<file path="src/rtl/clkreq_pkg.sv">
package clkreq_pkg;
  typedef enum logic {
    SRC_FAST = 1'b0,
    SRC_SLOW = 1'b1
  } clk_src_e;
endpackage

</file>
<file path="src/rtl/clkreq_hold.sv">
module clkreq_hold
  import clkreq_pkg::*;
#(
  parameter int unsigned HOLD_CYCLES = 2
) (
  input  logic     clk_i,
  input  logic     rst_ni,
  input  clk_src_e src_i,
  input  logic     master_i,
  input  logic     busy_i,
  input  logic     swrst_i,
  output logic     force_o
);
  localparam int unsigned CW = $clog2(HOLD_CYCLES + 1);
  localparam logic [CW-1:0] HOLD_LD = CW'(HOLD_CYCLES);

  logic          eligible;
  logic          want;
  logic [CW-1:0] cnt_q;

  assign eligible = master_i && (src_i == SRC_FAST) && !swrst_i;
  assign want     = eligible && busy_i;

  always_ff @(posedge clk_i or negedge rst_ni) begin
    if (!rst_ni) begin
      cnt_q <= '0;
    end else if (swrst_i) begin
      cnt_q <= '0;
    end else if (want) begin
      cnt_q <= HOLD_LD;
    end else if (cnt_q != '0) begin
      cnt_q <= cnt_q - 1'b1;
    end
  end

  // mask combinationally so reset/source change take effect at once
  assign force_o = (cnt_q != '0) && eligible;
endmodule

</file>
<file path="src/rtl/clkreq_gate.sv">
module clkreq_gate #(
  parameter int unsigned NUM_PERIPH = 2
) (
  input  logic [NUM_PERIPH-1:0] force_i,
  input  logic [NUM_PERIPH-1:0] src_slow_i,
  input  logic [NUM_PERIPH-1:0] master_i,
  input  logic                  sw_fast_en_i,
  input  logic                  sw_slow_en_i,
  input  logic                  lp_fast_off_i,
  input  logic                  lp_slow_off_i,
  output logic                  fast_override_o,
  output logic                  fast_clk_on_o,
  output logic                  slow_clk_on_o,
  output logic [NUM_PERIPH-1:0] periph_clk_en_o
);
  logic fast_sw_on;

  assign fast_override_o = |force_i;
  assign fast_sw_on      = sw_fast_en_i && !lp_fast_off_i;
  assign fast_clk_on_o   = fast_sw_on || fast_override_o;
  assign slow_clk_on_o   = sw_slow_en_i && !lp_slow_off_i;

  for (genvar c = 0; c < NUM_PERIPH; c++) begin : g_pen
    assign periph_clk_en_o[c] = master_i[c] &&
                                (src_slow_i[c] ? slow_clk_on_o : fast_clk_on_o);
  end
endmodule

</file>
<file path="src/rtl/clkreq_ctrl.sv">
module clkreq_ctrl
  import clkreq_pkg::*;
#(
  parameter int unsigned NUM_PERIPH  = 2,
  parameter int unsigned HOLD_CYCLES = 2
) (
  input  logic                  clk_i,
  input  logic                  rst_ni,
  input  logic [NUM_PERIPH-1:0] src_slow_i,
  input  logic [NUM_PERIPH-1:0] master_i,
  input  logic [NUM_PERIPH-1:0] busy_i,
  input  logic [NUM_PERIPH-1:0] swrst_i,
  input  logic                  sw_fast_en_i,
  input  logic                  sw_slow_en_i,
  input  logic                  lp_fast_off_i,
  input  logic                  lp_slow_off_i,
  output logic                  fast_override_o,
  output logic                  fast_clk_on_o,
  output logic                  slow_clk_on_o,
  output logic [NUM_PERIPH-1:0] periph_clk_en_o
);
  logic [NUM_PERIPH-1:0] force_w;

  for (genvar c = 0; c < NUM_PERIPH; c++) begin : g_ch
    clkreq_hold #(
      .HOLD_CYCLES(HOLD_CYCLES)
    ) u_hold (
      .clk_i   (clk_i),
      .rst_ni  (rst_ni),
      .src_i   (clk_src_e'(src_slow_i[c])),
      .master_i(master_i[c]),
      .busy_i  (busy_i[c]),
      .swrst_i (swrst_i[c]),
      .force_o (force_w[c])
    );
  end

  clkreq_gate #(
    .NUM_PERIPH(NUM_PERIPH)
  ) u_gate (
    .force_i        (force_w),
    .src_slow_i     (src_slow_i),
    .master_i       (master_i),
    .sw_fast_en_i   (sw_fast_en_i),
    .sw_slow_en_i   (sw_slow_en_i),
    .lp_fast_off_i  (lp_fast_off_i),
    .lp_slow_off_i  (lp_slow_off_i),
    .fast_override_o(fast_override_o),
    .fast_clk_on_o  (fast_clk_on_o),
    .slow_clk_on_o  (slow_clk_on_o),
    .periph_clk_en_o(periph_clk_en_o)
  );
endmodule

</file>
<file path="config.mk">
export PLATFORM = sky130hd
export DESIGN_NAME = clkreq_ctrl
export DESIGN_NICKNAME = d
export VERILOG_FILES = /design/src/rtl/clkreq_pkg.sv /design/src/rtl/clkreq_hold.sv /design/src/rtl/clkreq_gate.sv /design/src/rtl/clkreq_ctrl.sv
export SDC_FILE = /design/constraint.sdc
export NUM_CORES = 1
export LEC_CHECK = 0
export ABC_CLOCK_PERIOD_IN_PS = 2200
export BUFFER_PORTS_ARGS = -buffer_cell sky130_fd_sc_hd__clkbuf_2
export CAP_MARGIN = 20
export CORE_AREA = 2 2 39 41
export CTS_CLUSTER_DIAMETER = 200
export DETAILED_ROUTE_END_ITERATION = 10
export DIE_AREA = 0 0 41 43
export SYNTH_ARGS = -nofsm -noshare
export SYNTH_HDL_FRONTEND = slang
export SYNTH_SLANG_ARGS = --single-unit
export TNS_END_PERCENT = 20
</file>
<file path="constraint.sdc">
create_clock -name clk_i -period 2.2 [get_ports clk_i]
set_input_delay 0 -clock clk_i [delete_from_list [all_inputs] [get_ports clk_i]]
set_output_delay 0 -clock clk_i [all_outputs]
set_load 0.01 [all_outputs]
</file>
## After elaboration in Yosys (flattened, before gate mapping)

Cells that the tools add are included.

- Register bits: 4
- Latch bits: 0
- Memory bits (writable): 0
- Bits in read-only memories: 0
- Bits of input ports: 14
- Output and inout bits: 5
- Logic and storage cells: 36
- Memories: 0

- $add $sub $neg: 2
- Multiply operators: 0
- Divide/modulo/power cells: 0
- Order comparisons: 0
- Equality and inequality tests: 0
- Shifts and indexed selects: 0
- Mux-type cells: 8
- Bitwise operators: 2
- Reduce and logical (&&, ||, !) cells: 22

Operators with widths:

| operator | number |
|---|---|
| $logic_and 1x1->1 | 12 |
| $mux 2 | 6 |
| $reduce_bool 3->1 | 2 |
| $logic_not 1->1 | 4 |
| $reduce_bool 2->1 | 2 |
| $sub 2x1->2 const B | 2 |
| $mux 1 | 2 |
| $not 1->1 | 2 |
| $reduce_or 2->1 | 1 |
| $logic_or 1x1->1 | 1 |

## Depth between registers and ports, before layout

Gate-level depths: netlist (run 1).

- Depth after elaboration: 8
- Mapped depth: 5
- Depth with buffers taken out: 5

## Modules after synthesis

Synthesis (run 1) repeated with hierarchy kept, for this count alone.

- Cell total of the unflattened synthesis: 35
- Area, all modules: 309.0 sq um

Modules (own cells, without submodules):

| module | times used | cells each | area each (sq um) | seq. area each (sq um) |
|---|---|---|---|---|
| clkreq_hold | 2 | 12 | 122.6 | 50.0 |
| clkreq_gate | 1 | 11 | 63.8 | 0.0 |

## Least setup slack after synthesis (run 1)

No wires, ideal clock.

- Path kind: flip-flop to output port
- Start point: register g_ch[0].u_hold.cnt_q[0]
- End point: output port periph_clk_en_o[0]
- Arrival time: 1518 ps
- Slack: 682 ps
- Stages on the path, launching flop included: 6
- Path buffers: 0
- Cells stage by stage: dfrtp_1 inv_1 ha_1 or4b_1 o41ai_2 o311a_1

- Cells in the longest elaborated chain, start to end: 6

RTL lines:

| element | line | text |
|---|---|---|
| from (decl) | clkreq_hold.sv:19 | `logic [CW-1:0] cnt_q;` |
| from (signal assigned) | clkreq_hold.sv:32 | `cnt_q <= cnt_q - 1'b1;` |
| $reduce_bool 2->1 | clkreq_hold.sv:37 | `assign force_o = (cnt_q != '0) && eligible;` |
| $logic_and 1x1->1 | clkreq_hold.sv:37 |  |
| $reduce_or 2->1 | clkreq_gate.sv:18 | `assign fast_override_o = \|force_i;` |
| net fast_override_o | clkreq_ctrl.sv:17 | `output logic fast_override_o,` |
| $logic_or 1x1->1 | clkreq_gate.sv:20 | `assign fast_clk_on_o = fast_sw_on \|\| fast_override_o;` |
| $mux 1 | clkreq_gate.sv:25 | `(src_slow_i[c] ? slow_clk_on_o : fast_clk_on_o);` |
| $logic_and 1x1->1 | clkreq_gate.sv:24 | `assign periph_clk_en_o[c] = master_i[c] &&` |
| to (decl) | clkreq_ctrl.sv:20 | `output logic [NUM_PERIPH-1:0] periph_clk_en_o` |

The timed path passes the listed nets, and every way through them passes these cells.

## Final worst setup path (run 1)

- Start point: register g_ch[0].u_hold.cnt_q[0]
- End point: output port periph_clk_en_o[0]

- Cells in the longest elaborated chain, start to end: 6

RTL lines:

| element | line |
|---|---|
| $reduce_bool 2->1 | clkreq_hold.sv:37 |
| $logic_and 1x1->1 | clkreq_hold.sv:37 |
| $reduce_or 2->1 | clkreq_gate.sv:18 |
| $logic_or 1x1->1 | clkreq_gate.sv:20 |
| $mux 1 | clkreq_gate.sv:25 |
| $logic_and 1x1->1 | clkreq_gate.sv:24 |

Every way passes these cells.

==> results_dict.tcl, run 1 <==
set metrics [dict create \
    cp.arrival_ns 1.83 \
    timing.fmax_mhz 545.3 \
    ys_top_cells_by_area "dfrtp_1 (33%), ha_1 (8.3%), inv_1 (7.5%), mux2_2 (7.5%), xnor2_1 (5.8%)" \
    grt_max_degree 5 \
    slew_viol_final 0 \
    pre_cts_ws_ns 0.5939 \
    cts_resized 0 \
    post-route-period-util 0.8336 \
    worstSetupEndpointType "output pin" \
    num_io_pins 19 \
    drive_gt1_frac 0.4211 \
    cts_tree "built" \
    gp_congestion 0.6308 \
    vdd_ir_drop_max_mv 0.4854 \
    regMostFlops "g_ch.u_hold.cnt_q" \
    antenna_found_initial 0 \
    fp.dieH_um 43 \
    p_per_area_nw_per_um2 996.0 \
    async_reset_ff_frac 1.000 \
    detail-route-antenna-nets 0 \
    die_width_um 41 \
    ys.flop_type "dfrtp_1" \
    setup_violations 0 \
    cp_max_fo 4 \
    timing.slew.headroom 0.7424 \
    root_buffer "clkbuf_4" \
    grt_usage 0.08954 \
    drt_wl_total_um 573 \
    synthTopCellsByCount "inv_1 (6), dfrtp_1 (4), a21oi_1 (3), nand2_1 (3)" \
    min-delay-start "busy_i[0]" \
    leakagePower_nw 0.2490 \
    ys_seq_area_frac 0.3333 \
    reg_top3 "g_ch.u_hold.cnt_q (4)" \
    synth-seq-cells 4 \
    numCtsBuffers 3 \
    setup_ws_ns 0.3662 \
    worstSetupStartpoint "g_ch[0].u_hold.cnt_q[0]$_DFFE_PN0P_" \
    multi_input_area_um2 177.7 \
    setup_tns_ns 0 \
    avgSynthCellArea_um2 9.100 \
    synth_area_um2 300.3 \
    r2r-start "g_ch[1].u_hold.cnt_q[0]$_DFFE_PN0P_" \
    n_fill_cell 148 \
    rows 14 \
    largest_reg_flops 4 \
    htree_levels 1 \
    rsz0062_at_grt "no" \
    clkSinkCount 4 \
    worst_slew_pin_slew_ns 0.3822 \
    synth_edf_count 0 \
    floorplan.initialDensity 0.2170 \
    layout.area.seq_um2 100.1 \
    core_area_um2 1384 \
    numPortBuffers 18 \
    path_class "register to output pin" \
    fin_crit_ns 1.834 \
    cts_buffer_depth 2 \
    min_path_type "input pin to register" \
    grt_pass1_vias 260 \
    antenna_cells 0 \
    insertion_delay_ns 0.23 \
    status "finished clean" \
    synth_cell_types 16 \
    yosysTopAreaCell "dfrtp_1" \
    grt_pass1_wl_um 952 \
    cp.required_ns 2.20 \
    grt_overflow_total 0 \
    yosysWarnings 0 \
    clkTransAtPathRegs_ns 0.03 \
    worst_clock_skew_ns 0.00002856 \
    fp.dieArea_um2 1763 \
    drt-initial-drc-count 2 \
    vias_per_cell 4.397 \
    yosysTopAreaCellShare 0.3333 \
    num_vias 321 \
    startpoint_type "register" \
    firstDrtPassIters 2 \
    post-route-drc-count 0 \
    synth_nets 49 \
    hold_viol 0 \
    synth.most_common_cell "inv_1" \
    netlist_instances 33 \
    syn_to_final_growth_pct 54.17 \
    cap_violations 0 \
    fin_nets 75 \
    wl_per_cell_um 7.849 \
]
==> metrics by stage <==
stage,power (mW),utilization,instances,hold WS (ns),area [µm²]
detailed placement,0.3718,0.2966,67,-0.1915,410.4
CTS,0.4694,0.3345,73,0.04017,462.9
global placement,0.3688,0.2966,67,-0.1870,410.4
finish,0.4611,0.3345,73,0.04428,462.9
floorplan,0.3194,-,33,-0.2956,300.3
global route,0.5197,0.3345,73,0.02939,462.9
==> power by group <==
| part | leakage (nW) | internal, mW | switching (mW) |
|---|---|---|---|
| combinational | 0.183 | 0.137 | 0.113 |
| sequential | 0.0523 | 0.108 | 0.0149 |
| clock | 0.0138 | 0.0607 | 0.0268 |
==> cells by family (layout without fill, tap and decap cells) <==
logic type               count (synthesis)  in the layout  synth area share
multiplexers                             2              2           0.07499
buffers and inverters                    6             30           0.07499
flip-flops                               4              4            0.3333
XOR/XNOR                                 2              2           0.05834
AND/OR/NAND/NOR                         11             11            0.2084
adder cells (fa/ha/maj)                  2              2           0.08332
AO/OA/AOI/OAI                            6              6            0.1667
==> final timing paths <==
check,cells after the start,end,slack (ns)
setup / recovery,6,periph_clk_en_o[0],0.37
hold / removal,3,g_ch[0].u_hold.cnt_q[1]$_DFFE_PN0P_,0.04
setup reg to reg,4,g_ch[1].u_hold.cnt_q[1]$_DFFE_PN0P_,0.94
hold reg to reg,3,g_ch[1].u_hold.cnt_q[0]$_DFFE_PN0P_,0.56
max in group asynchronous,2,g_ch[0].u_hold.cnt_q[1]$_DFFE_PN0P_,1.96
min in group asynchronous,2,g_ch[1].u_hold.cnt_q[1]$_DFFE_PN0P_,0.11
==> worst max-delay path: stages, from the launching register on <==
cell and delay (ns):
dfrtp_1 0.35, inv_1 0.05, ha_1 0.23, or4b_1 0.55
o41ai_2 0.10, o311a_1 0.21, clkbuf_2 0.12
==> what timing repair did <==
item                                    CTS  global route
hold endpoints to repair                  8             0
hold buffers                              3             0
endpoints found under the setup margin    0             0
buffers inserted                          0             0
==> cell usage in the layout (no fill, tap or decap) <==
cell	n
clkbuf_2	18
inv_1	6
dfrtp_1	4
nand2_1	3
a21oi_1	3
clkbuf_4	3
dlygate4sd3_1	3
nand3b_1	2
xnor2_1	2
nor2_1	2
mux2_2	2
ha_1	2
or4b_1	1
o41ai_2	1
nor2b_1	1
or2_1	1
nand2b_1	1
o311a_1	1
o31a_1	1
==> final cells by class <==
class | count | share of cell area
Multi-Input combinational cell | 23 | 0.3838
Timing Repair Buffer | 21 | 0.2595
Sequential cell | 4 | 0.2162
Clock buffer | 3 | 0.04865
Inverter | 6 | 0.04865
Tap cell | 16 | 0.04324
==> layer usage <==
layer	GRT usage	wire length (µm)	share of wire
met5	0	0	0
met2	0.1188	278	0.49
met4	0.08000	0	0
met1	0.08738	234	0.41
met3	0.06283	60	0.10
Power figures use the tool's default switching activity.
==> inputs of run 2 (changes only) <==
--- a/config.mk
+++ b/config.mk
@@ -5,7 +5,8 @@
 export SDC_FILE = /design/constraint.sdc
 export NUM_CORES = 1
 export LEC_CHECK = 0
-export ABC_CLOCK_PERIOD_IN_PS = 2200
+export ABC_AREA = 1
+export ABC_CLOCK_PERIOD_IN_PS = 1900
 export BUFFER_PORTS_ARGS = -buffer_cell sky130_fd_sc_hd__clkbuf_2
 export CAP_MARGIN = 20
 export CORE_AREA = 2 2 39 41
==> constraint.sdc (replaced) <==
create_clock -name clk_i -period 1.9 [get_ports clk_i]
set_input_delay 0 -clock clk_i [delete_from_list [all_inputs] [get_ports clk_i]]
set_output_delay 0 -clock clk_i [all_outputs]
set_load 0.01 [all_outputs]
==> run 2 against run 1 <==
Against the previous run:
- total power grew 1.6%
- die area is the same
- utilization grew 4.6 points
- largest cell class unchanged
- sequential power grew 4%
- largest power group unchanged
- synthesized area grew 28%
- register-to-register slack lost 0.16 ns
- clock skew grew 0.0042 ns
- worst setup slack gained 0.20 ns
- via count grew 21%
- wire length grew 26%
- critical path type unchanged
- sequential share of layout area shrank 2.6 points
==> results_dict.tcl, run 2 <==
set metrics [dict create \
    ys_seq_area_frac 0.2606 \
    dp_hpwl_um 654 \
    rows 14 \
    fin_crit_ns 1.335 \
    synth_edf_count 0 \
    synthAdderAreaFrac 0.06515 \
    syn_to_final_growth_pct 37.13 \
    rsz0062_at_grt "no" \
    setup_tns_ns 0 \
    synth_xor_area_frac 0 \
    synth_cell_types 17 \
    grt.met3_usage 0.04712 \
    postPlaceCellArea_um2 494.2 \
    final_cell_mix "clkbuf_2 (18), inv_1 (16), nand2_1 (8), nand3_2 (5)" \
    ys_top_cells_by_area "dfrtp_1 (26%), inv_1 (16%), nand3_2 (13%), nand2_1 (7.8%), ha_1 (6.5%)" \
    hold_viol 0 \
    worst_slew_pin_slew_ns 0.1346 \
    root_buffer "clkbuf_4" \
    num_vias 388 \
    yosysTopAreaCellShare 0.2606 \
    gp_congestion 0.7977 \
    startpoint_type "register" \
    firstDrtPassIters 4 \
    slew_viol_final 0 \
    grt_pass1_wl_um 1262 \
    synth_nets 69 \
    synth-seq-cells 4 \
    yosysTopAreaCell "dfrtp_1" \
    numPortBuffers 18 \
    synth_simple_gate_area_frac 0.4169 \
    avgSynthCellArea_um2 7.248 \
    grt_util_met1 0.1111 \
    timing.fmax_mhz 749.3 \
    grt_overflow_total 0 \
    synth.most_common_cell "inv_1" \
    vias_per_cell 4.264 \
    muxShareOfSynthArea 0 \
    ys.flop_type "dfrtp_1" \
    fp.dieArea_um2 1763 \
    synth_area_um2 384.1 \
    postLayoutCellArea_um2 526.8 \
    post-route-drc-count 0 \
    die_width_um 41 \
    setup_violations 0 \
    p_per_area_nw_per_um2 889.1 \
    antenna_found_initial 0 \
    yosysWarnings 0 \
    num_io_pins 19 \
    cp.required_ns 1.90 \
    worst_clock_skew_ns 0.004271 \
    clkSinkCount 4 \
    insertion_delay_ns 0.23 \
    htree_levels 1 \
    post-route-period-util 0.7024 \
    cts_tree "built" \
    antenna_cells 0 \
    drt_wl_total_um 724 \
    busiest_layer "met2" \
    grt_usage 0.1060 \
    synth_top_family_by_area "simple AND/OR/NAND/NOR gates" \
    cp_max_fo 4 \
    layout_commonest_cell "clkbuf_2" \
    wl_per_cell_um 7.956 \
    leakagePower_nw 0.3191 \
    drt-initial-drc-count 3 \
    async_reset_ff_frac 1.000 \
    path_class "register to output pin" \
    status "finished clean" \
    regMostFlops "g_ch.u_hold.cnt_q" \
    synth_compound_area_frac 0.1010 \
    fp.dieH_um 43 \
    n_fill_cell 163 \
    clkTransAtPathRegs_ns 0.04 \
    reg_top3 "g_ch.u_hold.cnt_q (4)" \
    worstSetupEndpointType "output pin" \
    timing.slew.headroom 0.9093 \
    grt_max_degree 5 \
    core_area_um2 1384 \
    dp.cells 87 \
    detail-route-antenna-nets 0 \
    cp.arrival_ns 1.33 \
    fin_nets 93 \
    use_met2 0.1750 \
    synthTopCellsByCount "inv_1 (16), nand2_1 (8), nand3_2 (5), dfrtp_1 (4), nand4_1 (4)" \
    vdd_ir_drop_max_mv 0.4447 \
    largest_reg_flops 4 \
    netlist_instances 53 \
    numCtsBuffers 3 \
    grt_pass1_vias 345 \
    hold_ws_ns 0.1028 \
    drive_gt1_frac 0.4400 \
    cap_violations 0 \
    floorplan.initialDensity 0.2776 \
    min_path_type "input pin to async pin" \
    fin_cells 91 \
    cts_buffer_depth 2 \
]
-- run 2: changes by cell type after synthesis, moves of 3 or more --
cell / previous run / this run
nand2_1: 3 / 8
nand4_1: 0 / 4
nand3_2: 0 / 5
nand3_1: 0 / 3
inv_1: 6 / 16
a21oi_1: 3 / 0
-- run 2: repair_timing --
action                    in CTS  in global routing
buffers inserted               0                  0
gates resized for setup        0                  0
hold buffers                   1                  0
hold endpoints to repair       4                  0
-- run 2: where the power goes --
group          internal [mW]  switching, mW  total (mW)
registers              0.119        0.00922       0.128
clock network         0.0707         0.0346       0.105
logic                 0.0937          0.142       0.235
total                  0.283          0.185       0.468
-- run 2: worst max-delay path, cell delays in order (launching register included) --
cell	delay, ns
dfrtp_1	0.32
inv_1	0.06
ha_1	0.19
inv_1	0.10
nand3_2	0.12
nand4_1	0.10
nand2_1	0.05
inv_1	0.04
clkbuf_2	0.12
-- run 2: final cells by class --
cell class / count / area, µm² / area share
multi-input cells: 33 / 224.0 / 0.4252
flip-flops and latches: 4 / 100.1 / 0.1900
repair buffers: 19 / 100.1 / 0.1900
inverters: 16 / 60.06 / 0.1140
clock buffers: 3 / 22.52 / 0.04276
well taps: 16 / 20.02 / 0.03800
-- run 2: through the flow --
stage | worst slack (ns) | utilization | total power [mW]
final | 0.5655 | 0.3807 | 0.4683
after global routing | 0.4293 | 0.3807 | 0.5204
after CTS | 0.5475 | 0.3807 | 0.4770
after detailed placement | 0.8016 | 0.3571 | 0.3656
after global placement | 0.8290 | 0.3571 | 0.3549
after floorplan | 0.8934 | - | 0.3028
-- run 2: cells by family after synthesis --
kind of cell | after synthesis
simple gates | 26
buf+inv | 16
compound gates | 5
flops | 4
fa+ha+maj | 2
-- run 2: metal layers --
metal  wire (µm)  vias up
li1            -      211
met1         312      169
met4           0        0
met3          41        0
met2         370        8
met5           0        -
-- run 2: worst paths after layout --
path                                                     start                                  end  slack (ns)  cells past startpoint
min in group clk_i                                  swrst_i[1]  g_ch[1].u_hold.cnt_q[1]$_DFFE_PN0P_        0.10                      4
setup / recovery           g_ch[1].u_hold.cnt_q[0]$_DFFE_PN0P_                   periph_clk_en_o[1]        0.57                      8
setup reg to reg           g_ch[1].u_hold.cnt_q[0]$_DFFE_PN0P_  g_ch[1].u_hold.cnt_q[1]$_DFFE_PN0P_        0.78                      7
hold reg to reg            g_ch[0].u_hold.cnt_q[1]$_DFFE_PN0P_  g_ch[0].u_hold.cnt_q[1]$_DFFE_PN0P_        0.50                      2
max in group asynchronous                               rst_ni  g_ch[1].u_hold.cnt_q[1]$_DFFE_PN0P_        1.67                      2
hold / removal                                          rst_ni  g_ch[0].u_hold.cnt_q[0]$_DFFE_PN0P_        0.10                      2
